## config.mk

```make
export PLATFORM = sky130hd
export DESIGN_NAME = fiber_fault_mon
export DESIGN_NICKNAME = d
export VERILOG_FILES = /design/src/rtl/fiber_fault_pkg.sv /design/src/rtl/fiber_sd_sync.sv /design/src/rtl/fiber_fef_detect.sv /design/src/rtl/fiber_fault_ctrl.sv /design/src/rtl/fiber_fault_mon.sv
export SDC_FILE = /design/constraint.sdc
export NUM_CORES = 1
export LEC_CHECK = 0
export BUFFER_PORTS_ARGS = -buffer_cell sky130_fd_sc_hd__buf_2
export CORE_ASPECT_RATIO = 1.25
export CORE_MARGIN = 5
export CORE_UTILIZATION = 25
export DETAILED_ROUTE_END_ITERATION = 8
export PLACE_DENSITY = 0.49
export SLEW_MARGIN = 10
export SYNTH_ARGS = -nofsm -noshare
export SYNTH_HDL_FRONTEND = slang
export SYNTH_SLANG_ARGS = --single-unit
export TNS_END_PERCENT = 1
```

## constraint.sdc

```tcl
create_clock -name clk -period 1.75 [get_ports clk]
set_input_delay 0.4375 -clock clk [delete_from_list [all_inputs] [get_ports clk]]
set_output_delay 0.4375 -clock clk [all_outputs]
set_load 0.01 [all_outputs]
```

## src/rtl/fiber_fault_pkg.sv

```systemverilog
package fiber_fault_pkg;
  localparam int CFG_ADDR  = 0;
  localparam int STAT_ADDR = 1;
  // configuration bits
  localparam int CFG_FORCE_BIT = 0;
  localparam int CFG_FEF_BIT   = 1;
  // status word bits
  localparam int ST_STICKY_BIT = 0;
  localparam int ST_LINK_BIT   = 1;
  localparam int ST_LOCAL_BIT  = 2;
  localparam int ST_REMOTE_BIT = 3;
endpackage

```

## src/rtl/fiber_sd_sync.sv

```systemverilog
module fiber_sd_sync #(
  parameter int STAGES = 2
) (
  input  logic clk,
  input  logic rst,
  input  logic async_i,
  output logic sync_o
);
  logic [STAGES-1:0] chain_q;

  always_ff @(posedge clk) begin
    if (rst) chain_q <= '1;
    else     chain_q <= {chain_q[STAGES-2:0], async_i};
  end

  assign sync_o = chain_q[STAGES-1];
endmodule

```

## src/rtl/fiber_fef_detect.sv

```systemverilog
module fiber_fef_detect #(
  parameter int ONES_LEN = 84,
  parameter int REPEAT   = 3
) (
  input  logic clk,
  input  logic rst,
  input  logic bit_valid_i,
  input  logic bit_i,
  output logic fef_o
);
  localparam int CW = $clog2(ONES_LEN + 2);
  localparam int RW = $clog2(REPEAT + 1);
  localparam logic [CW-1:0] RUN_MAX  = CW'(ONES_LEN);
  localparam logic [CW-1:0] RUN_OVER = CW'(ONES_LEN + 1);
  localparam logic [RW-1:0] REP_MAX  = RW'(REPEAT);

  logic [CW-1:0] run_q;
  logic [RW-1:0] rep_q;

  always_ff @(posedge clk) begin
    if (rst) begin
      run_q <= '0;
      rep_q <= '0;
    end else if (bit_valid_i) begin
      if (bit_i) begin
        if (run_q == RUN_MAX) begin
          run_q <= RUN_OVER;   // run too long: pattern broken
          rep_q <= '0;
        end else if (run_q < RUN_MAX) begin
          run_q <= run_q + 1'b1;
        end
      end else begin
        run_q <= '0;
        if (run_q == RUN_MAX) begin
          if (rep_q != REP_MAX) rep_q <= rep_q + 1'b1;
        end else begin
          rep_q <= '0;
        end
      end
    end
  end

  assign fef_o = (rep_q == REP_MAX);
endmodule

```

## src/rtl/fiber_fault_ctrl.sv

```systemverilog
module fiber_fault_ctrl (
  input  logic clk,
  input  logic rst,
  input  logic local_flt_i,
  input  logic remote_flt_i,
  input  logic force_link_i,
  input  logic fef_en_i,
  input  logic stat_rd_i,
  output logic link_up_o,
  output logic irq_o,
  output logic tx_fef_o,
  output logic sticky_o
);
  logic any_flt;
  logic link_nxt;
  logic drop;

  assign any_flt  = local_flt_i | remote_flt_i;
  assign link_nxt = force_link_i | ~any_flt;
  assign drop     = link_up_o & ~link_nxt;

  always_ff @(posedge clk) begin
    if (rst) begin
      link_up_o <= 1'b0;
      irq_o     <= 1'b0;
      tx_fef_o  <= 1'b0;
      sticky_o  <= 1'b0;
    end else begin
      link_up_o <= link_nxt;
      irq_o     <= drop | (irq_o & ~stat_rd_i);
      sticky_o  <= any_flt | (sticky_o & ~stat_rd_i);
      tx_fef_o  <= local_flt_i & fef_en_i;
    end
  end
endmodule

```

## src/rtl/fiber_fault_mon.sv

```systemverilog
module fiber_fault_mon
  import fiber_fault_pkg::*;
#(
  parameter int ADDR_W   = 2,
  parameter int DATA_W   = 8,
  parameter int ONES_LEN = 84,
  parameter int REPEAT   = 3,
  parameter int SYNC_STG = 2
) (
  input  logic              clk,
  input  logic              rst,
  input  logic              sig_det_i,
  input  logic              rx_valid_i,
  input  logic              rx_bit_i,
  input  logic              reg_wr_i,
  input  logic              reg_rd_i,
  input  logic [ADDR_W-1:0] reg_addr_i,
  input  logic [DATA_W-1:0] reg_wdata_i,
  output logic [DATA_W-1:0] reg_rdata_o,
  output logic              link_up_o,
  output logic              irq_o,
  output logic              tx_fef_o
);
  localparam logic [ADDR_W-1:0] A_CFG  = ADDR_W'(CFG_ADDR);
  localparam logic [ADDR_W-1:0] A_STAT = ADDR_W'(STAT_ADDR);

  logic [DATA_W-1:0] cfg_q;
  logic              sd_sync;
  logic              remote_flt;
  logic              sticky;
  logic              stat_rd;
  logic [DATA_W-1:0] status_w;

  fiber_sd_sync #(.STAGES(SYNC_STG)) u_sync (
    .clk(clk), .rst(rst), .async_i(sig_det_i), .sync_o(sd_sync)
  );

  fiber_fef_detect #(.ONES_LEN(ONES_LEN), .REPEAT(REPEAT)) u_fef (
    .clk(clk), .rst(rst), .bit_valid_i(rx_valid_i), .bit_i(rx_bit_i),
    .fef_o(remote_flt)
  );

  assign stat_rd = reg_rd_i & (reg_addr_i == A_STAT);

  fiber_fault_ctrl u_ctrl (
    .clk(clk), .rst(rst),
    .local_flt_i(~sd_sync), .remote_flt_i(remote_flt),
    .force_link_i(cfg_q[CFG_FORCE_BIT]), .fef_en_i(cfg_q[CFG_FEF_BIT]),
    .stat_rd_i(stat_rd),
    .link_up_o(link_up_o), .irq_o(irq_o), .tx_fef_o(tx_fef_o),
    .sticky_o(sticky)
  );

  always_comb begin
    status_w                = '0;
    status_w[ST_STICKY_BIT] = sticky;
    status_w[ST_LINK_BIT]   = link_up_o;
    status_w[ST_LOCAL_BIT]  = ~sd_sync;
    status_w[ST_REMOTE_BIT] = remote_flt;
  end

  always_ff @(posedge clk) begin
    if (rst) begin
      cfg_q       <= '0;
      reg_rdata_o <= '0;
    end else begin
      if (reg_wr_i && reg_addr_i == A_CFG) cfg_q <= reg_wdata_i;
      if (reg_rd_i) begin
        if (reg_addr_i == A_CFG)       reg_rdata_o <= cfg_q;
        else if (reg_addr_i == A_STAT) reg_rdata_o <= status_w;
        else                           reg_rdata_o <= '0;
      end
    end
  end
endmodule

```

==> flow_summary.toml <==
[run_status]
outcome = "complete, no violations"

[power]
total_power_mw = 1.54
netSwitchingFraction_pct = 22.8
powerDensity_mw_per_mm2 = 896
worst_ir_drop_vdd_v = 0.000413
p_sw_uw = 352
p_int_mw = 1.19
power_frac_seq_pct = 47.5
cellLeakagePower_nw = 0.677
power_frac_comb_pct = 7.2
clockPowerShare_pct = 45.3

[global_route]
gr-usage-met1_pct = 11.8
grt_pass1_wl_mm = 5.67
track_usage_pct = 9.68
met3_usage_pct = 4.35
grtUsageMet2_pct = 15.4
grt_max_degree = 23
busiest_layer = "met2"
antenna_found_initial = 0
grt_pass1_vias = 1200
grt-ovfl-total = 0

[place]
place_congestion = 0.788
dp_hpwl_mm = 2.38
place_ws_ns = 0.179
io_buffers = 27
dp.cells = 252

[yosys]
async_flop_share_pct = 0
synth_edf_count = 0
syn_nets = 187
syn_inst = 167
yosys_warnings = 0
synth_area_mm2 = 0.00145
synthDistinctLibCells = 41
ys_seq_area_share_pct = 42.9
yosys_register_bits = 31
synth_flop_cell = "dfxtp_1"
synth.avg_cell_area_um2 = 8.66

[die]
die_x_um = 78.0
core-area_mm2 = 0.00570
dieHeight_um = 95.0
ios = 28
rows = 31
dieArea_mm2 = 0.00742
start_util_pct = 25.4

[route]
vias_per_cell = 4.66
wire_per_inst_um = 12.4
drc = 0
postRouteAntennaNets = 0
vias = 1211
first_pass_iters = 4
routed_wl_mm = 3.24
initialDrtViolationCount = 35

[clock_tree]
cts_tree = "yes"
clkSinkCount = 31
clk_pin_slew_ns = 0.07
htree_levels = 2
numCtsBuffers = 5
clockBufferDepth = 2
cts_hold_buf = 0
clockRootBuffer = "clkbuf_8"
cts_resized = 0
clock_latency_ns = 0.28
post_cts_buffers = 0

[sta]
tightest_slew_ns = 0.425
rsz0062_at_grt = "no"
period_share_pct = 86.7
finalHoldViolCount = 0
setup_slack_ns = 0.232
setup_viol = 0
tns_ns = 0
min_period_ns = 1.52
relSlewSlack_pct = 71.7
fmax_mhz = 659
skew_ns = 0.00603
final_max_slew_viol_count = 0

[layout]
final_cell_mix = "31 x dfxtp_1, 27 x buf_2, 26 x nand2_1, 19 x a21oi_1"
fillers = 615
antennaDiodeCount = 0
final_cells = 260
area_delta_synth_final_pct = 19.1
final_common_cell = "dfxtp_1"
nets = 213
drive_gt1_share_pct = 24.2

[worst_hold_path]
min_path_type = "in -> reg"

[worst_setup_path]
end_kind = "flop"
cp-start-kind = "flop"
cp_max_fo = 6
worstSetupPathType = "reg -> reg"
cp.required_ns = 1.96
cp.arrival_ns = 1.73

[job]
cap_violations = 0
-- layout make-up --
type / instances / area [um^2] / share of cell area (%)
clock buffer: 5 / 68.8 / 3.99
sequential: 31 / 621 / 36.0
clock inverter: 3 / 43.8 / 2.54
timing repair buffer: 29 / 150 / 8.71
inverter: 7 / 26.3 / 1.53
multi-input combinational: 119 / 731 / 42.4
tap: 66 / 82.6 / 4.79
-- path summary, 6_finish.rpt --
check | start | to | slack (ns) | depth (start not counted)
worst max-delay path | u_fef.run_q[0] | u_fef.rep_q[0] | 0.23 | 6
worst max register to register | u_fef.run_q[0] | u_fef.rep_q[0] | 0.23 | 6
worst min-delay path | sig_det_i | u_sync.chain_q[0] | 0.34 | 2
worst min register to register | u_sync.chain_q[0] | u_sync.chain_q[1] | 0.41 | 1
-- flip-flops by register name, summed over array words and instances (netlist names) --
register and flops:
reg_rdata_o 8, u_sync.chain_q 2, u_fef.run_q 7, u_ctrl.sticky_o 1
u_ctrl.link_up_o 1, u_ctrl.irq_o 1, u_fef.rep_q 2, u_ctrl.tx_fef_o 1
cfg_q 8
-- synth_stat cells, types with 2 or more instances --
master / n / area, um^2
or2_2: 2 / 12.5
a21oi_1: 19 / 95.1
mux2i_1: 7 / 70.1
nand4_1: 2 / 12.5
dfxtp_1: 31 / 621
nor2_1: 12 / 45.0
nor3b_1: 2 / 15.0
buf_6: 2 / 22.5
o211ai_1: 3 / 22.5
nor3_1: 2 / 10.0
a211o_1: 2 / 17.5
nand2b_1: 4 / 25.0
clkbuf_1: 4 / 15.0
nand3_1: 12 / 60.1
ha_1: 3 / 37.5
a31oi_1: 3 / 18.8
inv_1: 7 / 26.3
buf_2: 2 / 10.0
nand2_1: 26 / 97.6
-- metal layers --
metal,wire [um],vias to the layer above
met2,1530,27
met1,1450,548
met4,25,0
li1,-,632
met5,0,-
met3,237,4
-- kinds of logic (layout without fill, tap and decap cells) --
logic type | count (synthesis) | count (layout) | share of synthesized area [%]
buffers and inverters | 17 | 44 | 6.57
adders and majority gates | 3 | 3 | 2.60
AOI/OAI and AO/OA | 35 | 35 | 16.7
and+or+nand+nor | 72 | 72 | 25.2
DFF | 31 | 31 | 42.9
xor gates and xnor gates | 2 | 2 | 1.21
muxes | 7 | 7 | 4.84
-- power by group through the flow --
stage	registers [mW]	logic (mW)	clock network, mW
floorplan	0.748	0.0728	0
global placement	0.749	0.114	0
detailed placement	0.749	0.113	0
CTS	0.732	0.114	0.722
global route	0.735	0.127	0.762
finish	0.732	0.112	0.699
-- worst max-delay path: stages (launching register included) --
cell and delay [ns]:
dfxtp_1 0.36, inv_1 0.07, ha_1 0.22, and4bb_2 0.23, nand3_1 0.08, or3_1 0.36
a21oi_1 0.13
-- metrics by stage --
stage	cell area, um^2	utilization [%]	hold WS, ns
after global placement	1610	28.2	0.395
final	1720	30.2	0.338
after detailed placement	1610	28.2	0.399
after floorplan	1450	-	0.389
after CTS	1720	30.2	0.330
after global routing	1720	30.2	0.339
Power figures use the tool's default switching activity.
